--- src/rtl/vb_pkg.sv ---
package vb_pkg;

    // Upper bound on entries that the helper functions can scan.
    localparam int VB_MAX_ENTRIES = 32;

    // What the buffer does with its storage in one cycle.
    typedef enum logic [2:0] {
        ACT_NONE,       // nothing written or cleared
        ACT_TAKE,       // hit without eviction: matched entry is emptied
        ACT_SWAP,       // hit with eviction: evicted block replaces the hit one
        ACT_REFRESH,    // eviction of an address already held
        ACT_FILL_FREE,  // eviction into the lowest empty entry
        ACT_REPLACE     // eviction into a full buffer at the rotating pointer
    } vb_act_e;

    // Index of the set bit in a one-hot (or zero) vector.
    function automatic int unsigned vb_oh_index(input logic [VB_MAX_ENTRIES-1:0] oh);
        int unsigned idx;
        idx = 0;
        for (int i = 0; i < VB_MAX_ENTRIES; i++) begin
            if (oh[i]) idx = i;
        end
        return idx;
    endfunction

    // Lowest index below n whose bit is clear.
    function automatic int unsigned vb_first_zero(input logic [VB_MAX_ENTRIES-1:0] v,
                                                  input int unsigned n);
        int unsigned idx;
        idx = 0;
        for (int i = VB_MAX_ENTRIES - 1; i >= 0; i--) begin
            if (i < int'(n) && !v[i]) idx = i;
        end
        return idx;
    endfunction

    // Round-robin successor of v among n positions.
    function automatic int unsigned vb_wrap_inc(input int unsigned v, input int unsigned n);
        return (v + 1 >= n) ? 0 : v + 1;
    endfunction

endpackage

--- src/rtl/vb_match.sv ---
module vb_match #(
    parameter int ENTRIES = 4,
    parameter int ADDR_W  = 26
) (
    input  logic [ADDR_W-1:0]  key,
    input  logic [ENTRIES-1:0] valid_vec,
    input  logic [ADDR_W-1:0]  addr_tab [ENTRIES],
    output logic [ENTRIES-1:0] match
);
    // One comparator per entry, all evaluated at once.
    for (genvar g = 0; g < ENTRIES; g++) begin : g_cmp
        assign match[g] = valid_vec[g] && (addr_tab[g] == key);
    end
endmodule

--- src/rtl/vb_alloc.sv ---
module vb_alloc
    import vb_pkg::*;
#(
    parameter int ENTRIES = 4,
    localparam int IDX_W  = (ENTRIES > 1) ? $clog2(ENTRIES) : 1
) (
    input  logic               clk,
    input  logic               rst,
    input  logic [ENTRIES-1:0] valid_vec,
    input  logic               replace_en,
    output logic               have_free,
    output logic [IDX_W-1:0]   free_idx,
    output logic [IDX_W-1:0]   rr_idx
);
    logic [IDX_W-1:0] rr_q;

    assign have_free = ~&valid_vec;
    assign free_idx  = IDX_W'(vb_first_zero(VB_MAX_ENTRIES'(valid_vec), ENTRIES));
    assign rr_idx    = rr_q;

    // The pointer moves only when a full buffer loses an entry to a new block.
    always_ff @(posedge clk) begin
        if (rst) begin
            rr_q <= '0;
        end else if (replace_en) begin
            rr_q <= IDX_W'(vb_wrap_inc(int'(rr_q), ENTRIES));
        end
    end
endmodule

--- src/rtl/vb_store.sv ---
module vb_store #(
    parameter int ENTRIES = 4,
    parameter int ADDR_W  = 26,
    parameter int DATA_W  = 64,
    localparam int IDX_W  = (ENTRIES > 1) ? $clog2(ENTRIES) : 1
) (
    input  logic               clk,
    input  logic               rst,
    input  logic               wr_en,
    input  logic [IDX_W-1:0]   wr_idx,
    input  logic [ADDR_W-1:0]  wr_addr,
    input  logic [DATA_W-1:0]  wr_data,
    input  logic               clr_en,
    input  logic [IDX_W-1:0]   clr_idx,
    output logic [ENTRIES-1:0] valid_vec,
    output logic [ADDR_W-1:0]  addr_tab [ENTRIES],
    output logic [DATA_W-1:0]  data_tab [ENTRIES]
);
    for (genvar g = 0; g < ENTRIES; g++) begin : g_ent
        logic              v_q;
        logic [ADDR_W-1:0] a_q;
        logic [DATA_W-1:0] d_q;
        logic              wr_here;
        logic              clr_here;

        assign wr_here  = wr_en  && (wr_idx  == IDX_W'(g));
        assign clr_here = clr_en && (clr_idx == IDX_W'(g));

        // A write wins over a clear aimed at the same entry.
        always_ff @(posedge clk) begin
            if (rst) begin
                v_q <= 1'b0;
                a_q <= '0;
                d_q <= '0;
            end else if (wr_here) begin
                v_q <= 1'b1;
                a_q <= wr_addr;
                d_q <= wr_data;
            end else if (clr_here) begin
                v_q <= 1'b0;
            end
        end

        assign valid_vec[g] = v_q;
        assign addr_tab[g]  = a_q;
        assign data_tab[g]  = d_q;
    end
endmodule

--- src/rtl/victim_buffer.sv ---
module victim_buffer
    import vb_pkg::*;
#(
    parameter int ENTRIES = 4,
    parameter int ADDR_W  = 26,
    parameter int DATA_W  = 64
) (
    input  logic              clk,
    input  logic              rst,
    input  logic              evict_valid,
    input  logic [ADDR_W-1:0] evict_addr,
    input  logic [DATA_W-1:0] evict_data,
    input  logic              lookup_valid,
    input  logic [ADDR_W-1:0] lookup_addr,
    output logic              rsp_hit,
    output logic              rsp_miss,
    output logic [ADDR_W-1:0] ret_addr,
    output logic [DATA_W-1:0] ret_data
);
    localparam int IDX_W = (ENTRIES > 1) ? $clog2(ENTRIES) : 1;

    logic [ENTRIES-1:0] valid_vec;
    logic [ADDR_W-1:0]  addr_tab [ENTRIES];
    logic [DATA_W-1:0]  data_tab [ENTRIES];
    logic [ENTRIES-1:0] lk_match;
    logic [ENTRIES-1:0] ev_match;
    logic               have_free;
    logic [IDX_W-1:0]   free_idx;
    logic [IDX_W-1:0]   rr_idx;
    logic               lk_hit;
    logic               ev_dup;
    logic [IDX_W-1:0]   hit_idx;
    logic [IDX_W-1:0]   dup_idx;
    vb_act_e            act;
    logic               wr_en;
    logic [IDX_W-1:0]   wr_idx;
    logic               clr_en;
    logic               replace_en;

    // Parallel search for the requested block.
    vb_match #(.ENTRIES(ENTRIES), .ADDR_W(ADDR_W)) i_lk_match (
        .key       (lookup_addr),
        .valid_vec (valid_vec),
        .addr_tab  (addr_tab),
        .match     (lk_match)
    );

    // Parallel search for the evicted block, to keep addresses unique.
    vb_match #(.ENTRIES(ENTRIES), .ADDR_W(ADDR_W)) i_ev_match (
        .key       (evict_addr),
        .valid_vec (valid_vec),
        .addr_tab  (addr_tab),
        .match     (ev_match)
    );

    vb_alloc #(.ENTRIES(ENTRIES)) i_alloc (
        .clk        (clk),
        .rst        (rst),
        .valid_vec  (valid_vec),
        .replace_en (replace_en),
        .have_free  (have_free),
        .free_idx   (free_idx),
        .rr_idx     (rr_idx)
    );

    vb_store #(.ENTRIES(ENTRIES), .ADDR_W(ADDR_W), .DATA_W(DATA_W)) i_store (
        .clk       (clk),
        .rst       (rst),
        .wr_en     (wr_en),
        .wr_idx    (wr_idx),
        .wr_addr   (evict_addr),
        .wr_data   (evict_data),
        .clr_en    (clr_en),
        .clr_idx   (hit_idx),
        .valid_vec (valid_vec),
        .addr_tab  (addr_tab),
        .data_tab  (data_tab)
    );

    always_comb begin
        lk_hit  = lookup_valid && (|lk_match);
        ev_dup  = evict_valid && (|ev_match);
        hit_idx = IDX_W'(vb_oh_index(VB_MAX_ENTRIES'(lk_match)));
        dup_idx = IDX_W'(vb_oh_index(VB_MAX_ENTRIES'(ev_match)));

        // Priority: swap/take on a hit, then refresh, then empty slot, then rotate.
        if (lk_hit && evict_valid)      act = ACT_SWAP;
        else if (lk_hit)                act = ACT_TAKE;
        else if (ev_dup)                act = ACT_REFRESH;
        else if (evict_valid && have_free) act = ACT_FILL_FREE;
        else if (evict_valid)           act = ACT_REPLACE;
        else                            act = ACT_NONE;
    end

    always_comb begin
        wr_en      = 1'b0;
        wr_idx     = '0;
        clr_en     = 1'b0;
        replace_en = 1'b0;
        unique case (act)
            ACT_TAKE: begin
                clr_en = 1'b1;
            end
            ACT_SWAP: begin
                wr_en  = 1'b1;
                wr_idx = hit_idx;
            end
            ACT_REFRESH: begin
                wr_en  = 1'b1;
                wr_idx = dup_idx;
            end
            ACT_FILL_FREE: begin
                wr_en  = 1'b1;
                wr_idx = free_idx;
            end
            ACT_REPLACE: begin
                wr_en      = 1'b1;
                wr_idx     = rr_idx;
                replace_en = 1'b1;
            end
            default: begin
                wr_en = 1'b0;
            end
        endcase
    end

    // Registered response; the returned block is read before the edge updates it.
    always_ff @(posedge clk) begin
        if (rst) begin
            rsp_hit  <= 1'b0;
            rsp_miss <= 1'b0;
            ret_addr <= '0;
            ret_data <= '0;
        end else begin
            rsp_hit  <= lk_hit;
            rsp_miss <= lookup_valid && !lk_hit;
            ret_addr <= lk_hit ? addr_tab[hit_idx] : '0;
            ret_data <= lk_hit ? data_tab[hit_idx] : '0;
        end
    end
endmodule

--- config.mk ---
export PLATFORM = sky130hd
export DESIGN_NAME = victim_buffer
export DESIGN_NICKNAME = d
export VERILOG_FILES = /design/src/rtl/vb_pkg.sv /design/src/rtl/vb_match.sv /design/src/rtl/vb_alloc.sv /design/src/rtl/vb_store.sv /design/src/rtl/victim_buffer.sv
export SDC_FILE = /design/constraint.sdc
export NUM_CORES = 1
export LEC_CHECK = 0
export ABC_AREA = 1
export ABC_CLOCK_PERIOD_IN_PS = 3800
export CORE_MARGIN = 4
export CORE_UTILIZATION = 48
export DETAILED_ROUTE_END_ITERATION = 6
export GPL_TIMING_DRIVEN = 0
export PLACE_DENSITY = 0.68
export SYNTH_ARGS = -nofsm -noshare
export SYNTH_HDL_FRONTEND = slang
export SYNTH_SLANG_ARGS = --single-unit
--- constraint.sdc ---
create_clock -name clk -period 3.8 [get_ports clk]
set_input_delay 0.76 -clock clk [delete_from_list [all_inputs] [get_ports clk]]
set_output_delay 0.76 -clock clk [all_outputs]
set_load 0.05 [all_outputs]
==> results of run 1 <==
==> metrics by stage <==
| stage | hold slack, ps | instance area (um^2) |
|---|---|---|
| after global routing | 495 | 30100 |
| after detailed placement | 460 | 28100 |
| after CTS | 470 | 30000 |
| final | 479 | 30200 |
| after global placement | 458 | 28100 |
| after floorplan | 441 | 25300 |
==> report_power, final <==
| part | switching (uW) | leakage, uW | internal [uW] |
|---|---|---|---|
| Combinational | 1260 | 0.0103 | 547 |
| Sequential | 126 | 0.00373 | 4970 |
| Clock | 2140 | 0.000823 | 2920 |
==> area by class of cell <==
cell class / count / area (um^2)
clock buffers: 75 / 1540
inverters: 569 / 2150
well taps: 680 / 851
plain buffers: 253 / 1200
repair buffers: 207 / 2050
multi-input cells: 2949 / 13000
diodes: 4 / 10.0
clock inverters: 11 / 143
flip-flops and latches: 458 / 9170
fillers: 5143 / 21600
==> kinds of logic (layout without fill, tap and decap cells) <==
family                     Yosys count  after routing  synth area share
adders and majority gates            1              1          0.000495
DFF                                458            458             0.363
buffers and inverters              822           1115             0.127
AOI/OAI and AO/OA                  419            419            0.0936
and+or+nand+nor                   2479           2479             0.399
other                                0              4                 0
xor gates and xnor gates            50             50            0.0173
==> worst max-delay path: stages <==
cell,delay [ps]
dlygate4sd2_1,460
inv_1,260
nor2_1,320
nor2_1,70
nand2_1,70
nor2_1,40
nand3_1,100
nor2_4,80
inv_1,80
clkbuf_1,790
clkbuf_1,680
nand4_1,290
o211ai_1,180
o21ai_0,110
inv_1,90
==> cell usage in the layout, fill, tap and decap left out, drive strengths merged, types with 3 or more instances in the layout <==
cell type / synthesis / layout
clkdlybuf4s50: 0 / 161
nand3: 212 / 212
nand2: 1293 / 1293
buf: 133 / 138
o22ai: 18 / 18
o221ai: 12 / 12
clkbuf: 120 / 209
o21ai: 94 / 94
nand4: 170 / 170
clkinvlp: 0 / 6
a21oi: 220 / 220
nor2: 788 / 788
xnor2: 47 / 47
a31oi: 9 / 9
dlygate4sd2: 0 / 11
dlymetal6s2s: 0 / 13
nand3b: 6 / 6
inv: 566 / 564
dfxtp: 458 / 458
and2: 6 / 6
o211ai: 46 / 46
diode: 0 / 4
clkinv: 3 / 8
xor2: 3 / 3
a221oi: 19 / 19
==> layer usage <==
metal	vias to the layer above	share of wire	GRT usage	wire (um)
met1	13600	0.39	0.538	47600
met3	359	0.12	0.110	15200
li1	13600	-	-	-
met4	0	0.062	0.223	7650
met5	-	0	0	0
met2	1938	0.43	0.632	52300
==> timing repair <==
action                     CTS  global route
buffers inserted             9             5
setup endpoints to repair  455           413
gates resized for setup     94            76
pin swaps                    2             2
==> sequential cells by signal (all words and copies together), names as in the netlist <==
| register | count |
|---|---|
| i_store.g_ent.d_q | 256 |
| i_store.g_ent.a_q | 104 |
| ret_data | 64 |
| ret_addr | 26 |
| i_store.g_ent.v_q | 4 |
| i_alloc.rr_idx | 2 |
| rsp_hit | 1 |
| rsp_miss | 1 |
==> worst max path at each step <==
stage                                from                                    end  slack [ps]  depth (start not counted)
after floorplan           lookup_addr[12]   i_store.g_ent[1].a_q[0]$_SDFFE_PP0P_         870                         18
after global placement    lookup_addr[21]                 ret_addr[0]$_SDFF_PP0_       -1910                         18
after detailed placement   lookup_addr[9]                ret_addr[20]$_SDFF_PP0_       -1820                         16
after CTS                 lookup_addr[10]  i_store.g_ent[1].d_q[49]$_SDFFE_PP0P_           3                         18
after global routing       evict_addr[13]  i_store.g_ent[3].d_q[58]$_SDFFE_PP0P_           5                         20
final                      lookup_addr[6]                ret_data[55]$_SDFF_PP0_         -60                         15
==> synthesized netlist by cell type (2+ instances only) <==
library cell,number
nand2_1,1292
nor2_1,784
inv_1,540
dfxtp_1,458
a21oi_1,220
nand3_1,211
nand4_1,170
clkbuf_1,120
buf_2,100
o21ai_0,92
xnor2_1,47
o211ai_1,46
buf_1,32
inv_2,26
a221oi_1,19
o22ai_1,18
o221ai_1,12
a31oi_1,9
and2_1,6
nand3b_1,6
clkinv_1,3
xor2_1,3
nor2_2,2
nor2_4,2
nor3_1,2
o21ai_1,2
==> impl_metrics.env, run 1 <==
export IMPL_status="finished, violations left"
export IMPL_violations="setup timing"
export IMPL_cts_max_level=2
export IMPL_finalCriticalPeriod_ps=3860
export IMPL_arrival_ps=4420
export IMPL_synth_area_leaders="dfxtp_1, nand2_1, nor2_1"
export IMPL_yosys_register_bits=458
export IMPL_holdPathEnd="i_alloc.rr_idx[1]$_SDFFE_PP0N_"
export IMPL_synth_ff_type="dfxtp_1"
export IMPL_routed_wirelength_um=123000
export IMPL_numCtsBuffers=50
export IMPL_cts_sinks=458
export IMPL_grt_pass1_vias=27100
export IMPL_hpwl_um=95100
export IMPL_gp_congestion=1.11
export IMPL_cap_violations=0
export IMPL_dp_cells=5102
export IMPL_preCtsSetupSlack_ps=-1820
export IMPL_hold_depth=2
export IMPL_setup_viol=3
export IMPL_synth_area_um2=25300
export IMPL_nets=4609
export IMPL_timing_final_ws_setup_ps=-64.8
export IMPL_p_leak_uw=0.0148
export IMPL_r2r_start="i_store.g_ent[3].a_q[21]$_SDFFE_PP0P_"
export IMPL_overflow=0
export IMPL_rsz0062_at_grt="false"
export IMPL_synth_top_area_frac=0.363
export IMPL_async_flop_share=0
export IMPL_cts_root_buffer="clkbuf_16"
export IMPL_worst_clock_skew_ps=13.9
export IMPL_final_antenna_net_count=0
export IMPL_path_max_fanout=10
export IMPL_yosys_area_top_type="dfxtp_1"
export IMPL_synth_cell_types=33
export IMPL_drt_wirelength_per_cell_um=23.6
export IMPL_worst_pin_slew_ps=1430
export IMPL_worstSetupEndpointType="flop"
export IMPL_vdd_drop_max_uv=396
export IMPL_core_um2=51700
export IMPL_drc=0
export IMPL_criticalPathCategory="input port to flop"
export IMPL_die_area_um2=56400
export IMPL_via_count=29500
export IMPL_ff2ff_setup_slack_ps=240
export IMPL_fmax_ghz=0.259
export IMPL_hold_viol=0
export IMPL_syn_inst=4229
export IMPL_required_ps=4350
export IMPL_vias_per_cell=5.67
export IMPL_setup_tns_ps=-184
export IMPL_cts_tree="yes"
export IMPL_hold_class="flop to flop"
export IMPL_avgSynthCellArea_um2=5.98
export IMPL_grt_use_total=0.415
export IMPL_total_power_uw=12000
export IMPL_drtPass1Iterations=6
export IMPL_fin_cells=5206
export IMPL_synth_edf_count=0
export IMPL_clk_latency_ps=610
export IMPL_worstHoldStart="i_alloc.rr_idx[1]$_SDFFE_PP0N_"
export IMPL_drtIter0Drc=4269
export IMPL_synth_fp_nets=4350
export IMPL_grt_max_degree=14
export IMPL_fp_dieW_um=237
export IMPL_utilization=0.583
export IMPL_rr_worst_depth=20
export IMPL_slew_headroom=0.0490
export IMPL_rows=83
export IMPL_syn2layout_area_growth_pct=19.3
export IMPL_path_clk_slew_ps=60
export IMPL_ioPinCount=212
export IMPL_port_buffers=193
export IMPL_clk_path_buf_depth=3
export IMPL_die_h_um=237
export IMPL_rr_endpoint="i_store.g_ent[1].a_q[4]$_SDFFE_PP0P_"
export IMPL_start_kind="input port"
export IMPL_grt_antenna_before_repair=3
export IMPL_yosys_warnings=0
export IMPL_cts_hold_buf=0
export IMPL_final_period_utilization=1.02
export IMPL_start_util=0.489
export IMPL_seq_area_frac_synth=0.363
export IMPL_powerDensity_nw_per_um2=397
export IMPL_drive_above_1_share=0.0666
export IMPL_slew_violations=0
export IMPL_grt_pass1_wl_um=175000
Note: power is estimated with default switching activity, not from simulation.
==> run 2: changes to the inputs <==
Settings changed: ABC_AREA 1 to default, PLACE_DENSITY 0.68 to 0.69, SKIP_CTS_REPAIR_TIMING from default to 1.
==> run 2 against run 1 <==
  * The flow still finishes with violations (setup timing)
  * Sequential share of layout area up 6.2 points
  * Largest power group unchanged
  * Sequential cell count unchanged
  * Global-route usage down 9.5 points
  * Largest cell class unchanged
  * Sequential power down 1%
  * Routed wire length down 37%
  * Critical path depth down 1
  * Utilization up 1.1 points
  * Clock skew up 11 ps
  * Clock-buffer cell count down 1
  * Hold slack worse by 2.3 ps
  * Die area down 18%
==> impl_metrics.env, run 2 <==
export IMPL_synth_commonest_cells="dfxtp_1, nand3b_1, o21ai_0, nand2b_1, clkbuf_1"
export IMPL_rr_endpoint="i_store.g_ent[0].d_q[19]$_SDFFE_PP0P_"
export IMPL_nets=2650
export IMPL_path_clk_slew_ps=60
export IMPL_async_flop_share=0
export IMPL_fmax_ghz=0.261
export IMPL_required_ps=4260
export IMPL_rr_worst_depth=13
export IMPL_path_max_fanout=10
export IMPL_r2r_start="i_store.g_ent[2].a_q[5]$_SDFFE_PP0P_"
export IMPL_cp_slowest_cell="nor4_2"
export IMPL_top_regs="i_store.g_ent.d_q x256, i_store.g_ent.a_q x104, ret_data x64"
export IMPL_drive_above_1_share=0.0756
export IMPL_worst_pin_slew_ps=1130
export IMPL_finalCriticalPeriod_ps=3830
export IMPL_slew_headroom=0.246
export IMPL_arrival_ps=4280
export IMPL_syn2layout_area_growth_pct=21.4
export IMPL_setup_viol=58
export IMPL_timing_final_ws_setup_ps=-29.1
export IMPL_powerDensity_nw_per_um2=440
export IMPL_synth_cell_types=46
export IMPL_grt_max_degree=14
export IMPL_worstHoldStart="i_store.g_ent[2].d_q[34]$_SDFFE_PP0P_"
export IMPL_yosys_register_bits=458
export IMPL_fp_dieW_um=215
export IMPL_drt_wirelength_per_cell_um=24.8
export IMPL_grt_pass1_vias=18600
export IMPL_cts_root_buffer="clkbuf_16"
export IMPL_core_um2=42200
export IMPL_status="finished, violations left"
export IMPL_seq_area_frac_synth=0.444
export IMPL_slew_violations=0
export IMPL_cp_cell_sequence="clkbuf_1 -> xnor2_1 -> nand4_1 -> nor4_2 -> and2_1 -> a22oi_1 -> a22o_1 -> buf_4 -> or4_1 -> buf_4 -> buf_6 -> buf_2 -> nand3b_1 -> o21ai_1"
export IMPL_avgSynthCellArea_um2=8.98
export IMPL_gp_congestion=1.05
export IMPL_final_antenna_net_count=0
export IMPL_synth_area_um2=20700
export IMPL_cts_max_level=2
export IMPL_cts_tree="yes"
export IMPL_numCtsBuffers=48
export IMPL_ioPinCount=212
export IMPL_clk_path_buf_depth=3
export IMPL_worstSetupEndpointType="flop"
export IMPL_fill_cells=3790
export IMPL_criticalPathCategory="input port to flop"
export IMPL_largest_reg_flops=256
export IMPL_top_register="i_store.g_ent.d_q"
export IMPL_grt_use_total=0.320
export IMPL_hpwl_um=56500
export IMPL_synth_ff_type="dfxtp_1"
export IMPL_die_area_um2=46400
export IMPL_cp_common_cell="buf_4"
export IMPL_p_leak_uw=0.00900
export IMPL_synth_fp_nets=2423
export IMPL_utilization=0.594
export IMPL_ff2ff_setup_slack_ps=-10
export IMPL_routed_wirelength_um=76900
export IMPL_holdPathEnd="i_store.g_ent[2].d_q[34]$_SDFFE_PP0P_"
export IMPL_final_cell_mix="dfxtp_1, nand3b_1, o21ai_0, nand2b_1, clkbuf_1"
export IMPL_drtPass1Iterations=6
export IMPL_synth_area_leaders="dfxtp_1, nand3b_1, xnor2_1"
export IMPL_die_h_um=215
export IMPL_port_buffers=172
export IMPL_via_count=18600
export IMPL_cts_sinks=458
export IMPL_hold_viol=0
export IMPL_drtIter0Drc=1982
export IMPL_cap_violations=0
export IMPL_final_period_utilization=1.01
export IMPL_total_power_uw=11000
export IMPL_synth_top_area_frac=0.444
export IMPL_vias_per_cell=6.00
export IMPL_overflow=0
export IMPL_grt_pass1_wl_um=115000
export IMPL_rows=75
export IMPL_violations="setup timing"
export IMPL_mostFrequentLayoutCell="dfxtp_1"
export IMPL_syn_inst=2302
export IMPL_hold_class="flop to flop"
export IMPL_grt_antenna_before_repair=2
export IMPL_post_synth_top_count_cell="dfxtp_1"
export IMPL_synth_edf_count=0
export IMPL_yosys_warnings=0
export IMPL_clk_latency_ps=610
export IMPL_preCtsSetupSlack_ps=-2290
export IMPL_worst_clock_skew_ps=24.9
export IMPL_cpPeakStageDelay_ps=510
export IMPL_hold_depth=2
export IMPL_drc=0
export IMPL_start_util=0.489
export IMPL_yosys_area_top_type="dfxtp_1"
export IMPL_vdd_drop_max_uv=352
export IMPL_start_kind="input port"
run 2: cell count changes in the layout (fill, tap and decap cells not counted), moves of 126 or more:
cell	change
nor2_1	-627
nand3b_1	+264
nand4_1	-126
inv_1	-528
nand2_1	-1233
nand3_1	-201
nand2b_1	+181
run 2: worst max path at each step:
stage | depth (start not counted) | end | from
global route | 15 | i_store.g_ent[0].a_q[12]$_SDFFE_PP0P_ | lookup_addr[5]
global placement | 11 | i_store.g_ent[3].a_q[25]$_SDFFE_PP0P_ | lookup_addr[2]
CTS | 12 | i_store.g_ent[3].d_q[58]$_SDFFE_PP0P_ | lookup_addr[2]
detailed placement | 12 | i_store.g_ent[3].d_q[58]$_SDFFE_PP0P_ | lookup_addr[2]
floorplan | 13 | i_store.g_ent[0].a_q[25]$_SDFFE_PP0P_ | lookup_addr[18]
finish | 14 | i_store.g_ent[0].d_q[19]$_SDFFE_PP0P_ | evict_addr[5]
run 2: cells by family (layout without fill, tap and decap cells):
family,Yosys count,after routing,synth area share
buffers and inverters,227,490,0.0440
flip-flops,458,458,0.444
XOR/XNOR,208,208,0.0882
adder cells (fa/ha/maj),1,1,0.000605
other,0,1,0
multiplexers,92,92,0.0446
AO/OA/AOI/OAI,519,519,0.141
AND/OR/NAND/NOR,797,797,0.238
run 2: worst max-delay path, delay by kind of cell:
family | cells | cell delay (ps)
and+or+nand+nor | 5 | 1630
buffers and inverters | 5 | 980
xor gates and xnor gates | 1 | 460
AOI/OAI and AO/OA | 3 | 430
run 2: area by class of cell:
cell class / instances / area [um^2] / area share
inverters: 4 / 15.0 / 0.000598
flip-flops and latches: 458 / 9180 / 0.366
repair buffers: 179 / 1790 / 0.0715
clock inverters: 12 / 193 / 0.00768
diodes: 1 / 2.50 / 0.0000997
plain buffers: 221 / 931 / 0.0371
well taps: 539 / 674 / 0.0269
multi-input cells: 1617 / 10800 / 0.432
clock buffers: 74 / 1470 / 0.0585
run 2: where the power goes:
part	internal [uW]	switching (uW)	leakage, uW
clock network	2930	2010	0.000821
registers	4930	115	0.00371
logic	423	627	0.00446
total	8280	2750	0.00900
run 2: layer usage:
layer | vias up | track usage | share of wire
met2 | 854 | 0.503 | 0.45
met4 | 2 | 0.104 | 0.029
met3 | 142 | 0.0709 | 0.085
li1 | 8498 | - | -
met1 | 9119 | 0.440 | 0.44
met5 | - | 0 | 0.00022
run 2: stage by stage:
| step | hold WS, ps | instance area [um^2] | setup TNS (ps) | cells |
|---|---|---|---|---|
| after detailed placement | 466 | 23100 | -823940 | 3013 |
| after CTS | 479 | 24700 | -550500 | 3099 |
| after global routing | 494 | 25100 | -1800 | 3105 |
| final | 476 | 25100 | -654 | 3105 |
| after global placement | 461 | 23100 | -810950 | 3013 |
| after floorplan | 449 | 20700 | 0 | 2302 |
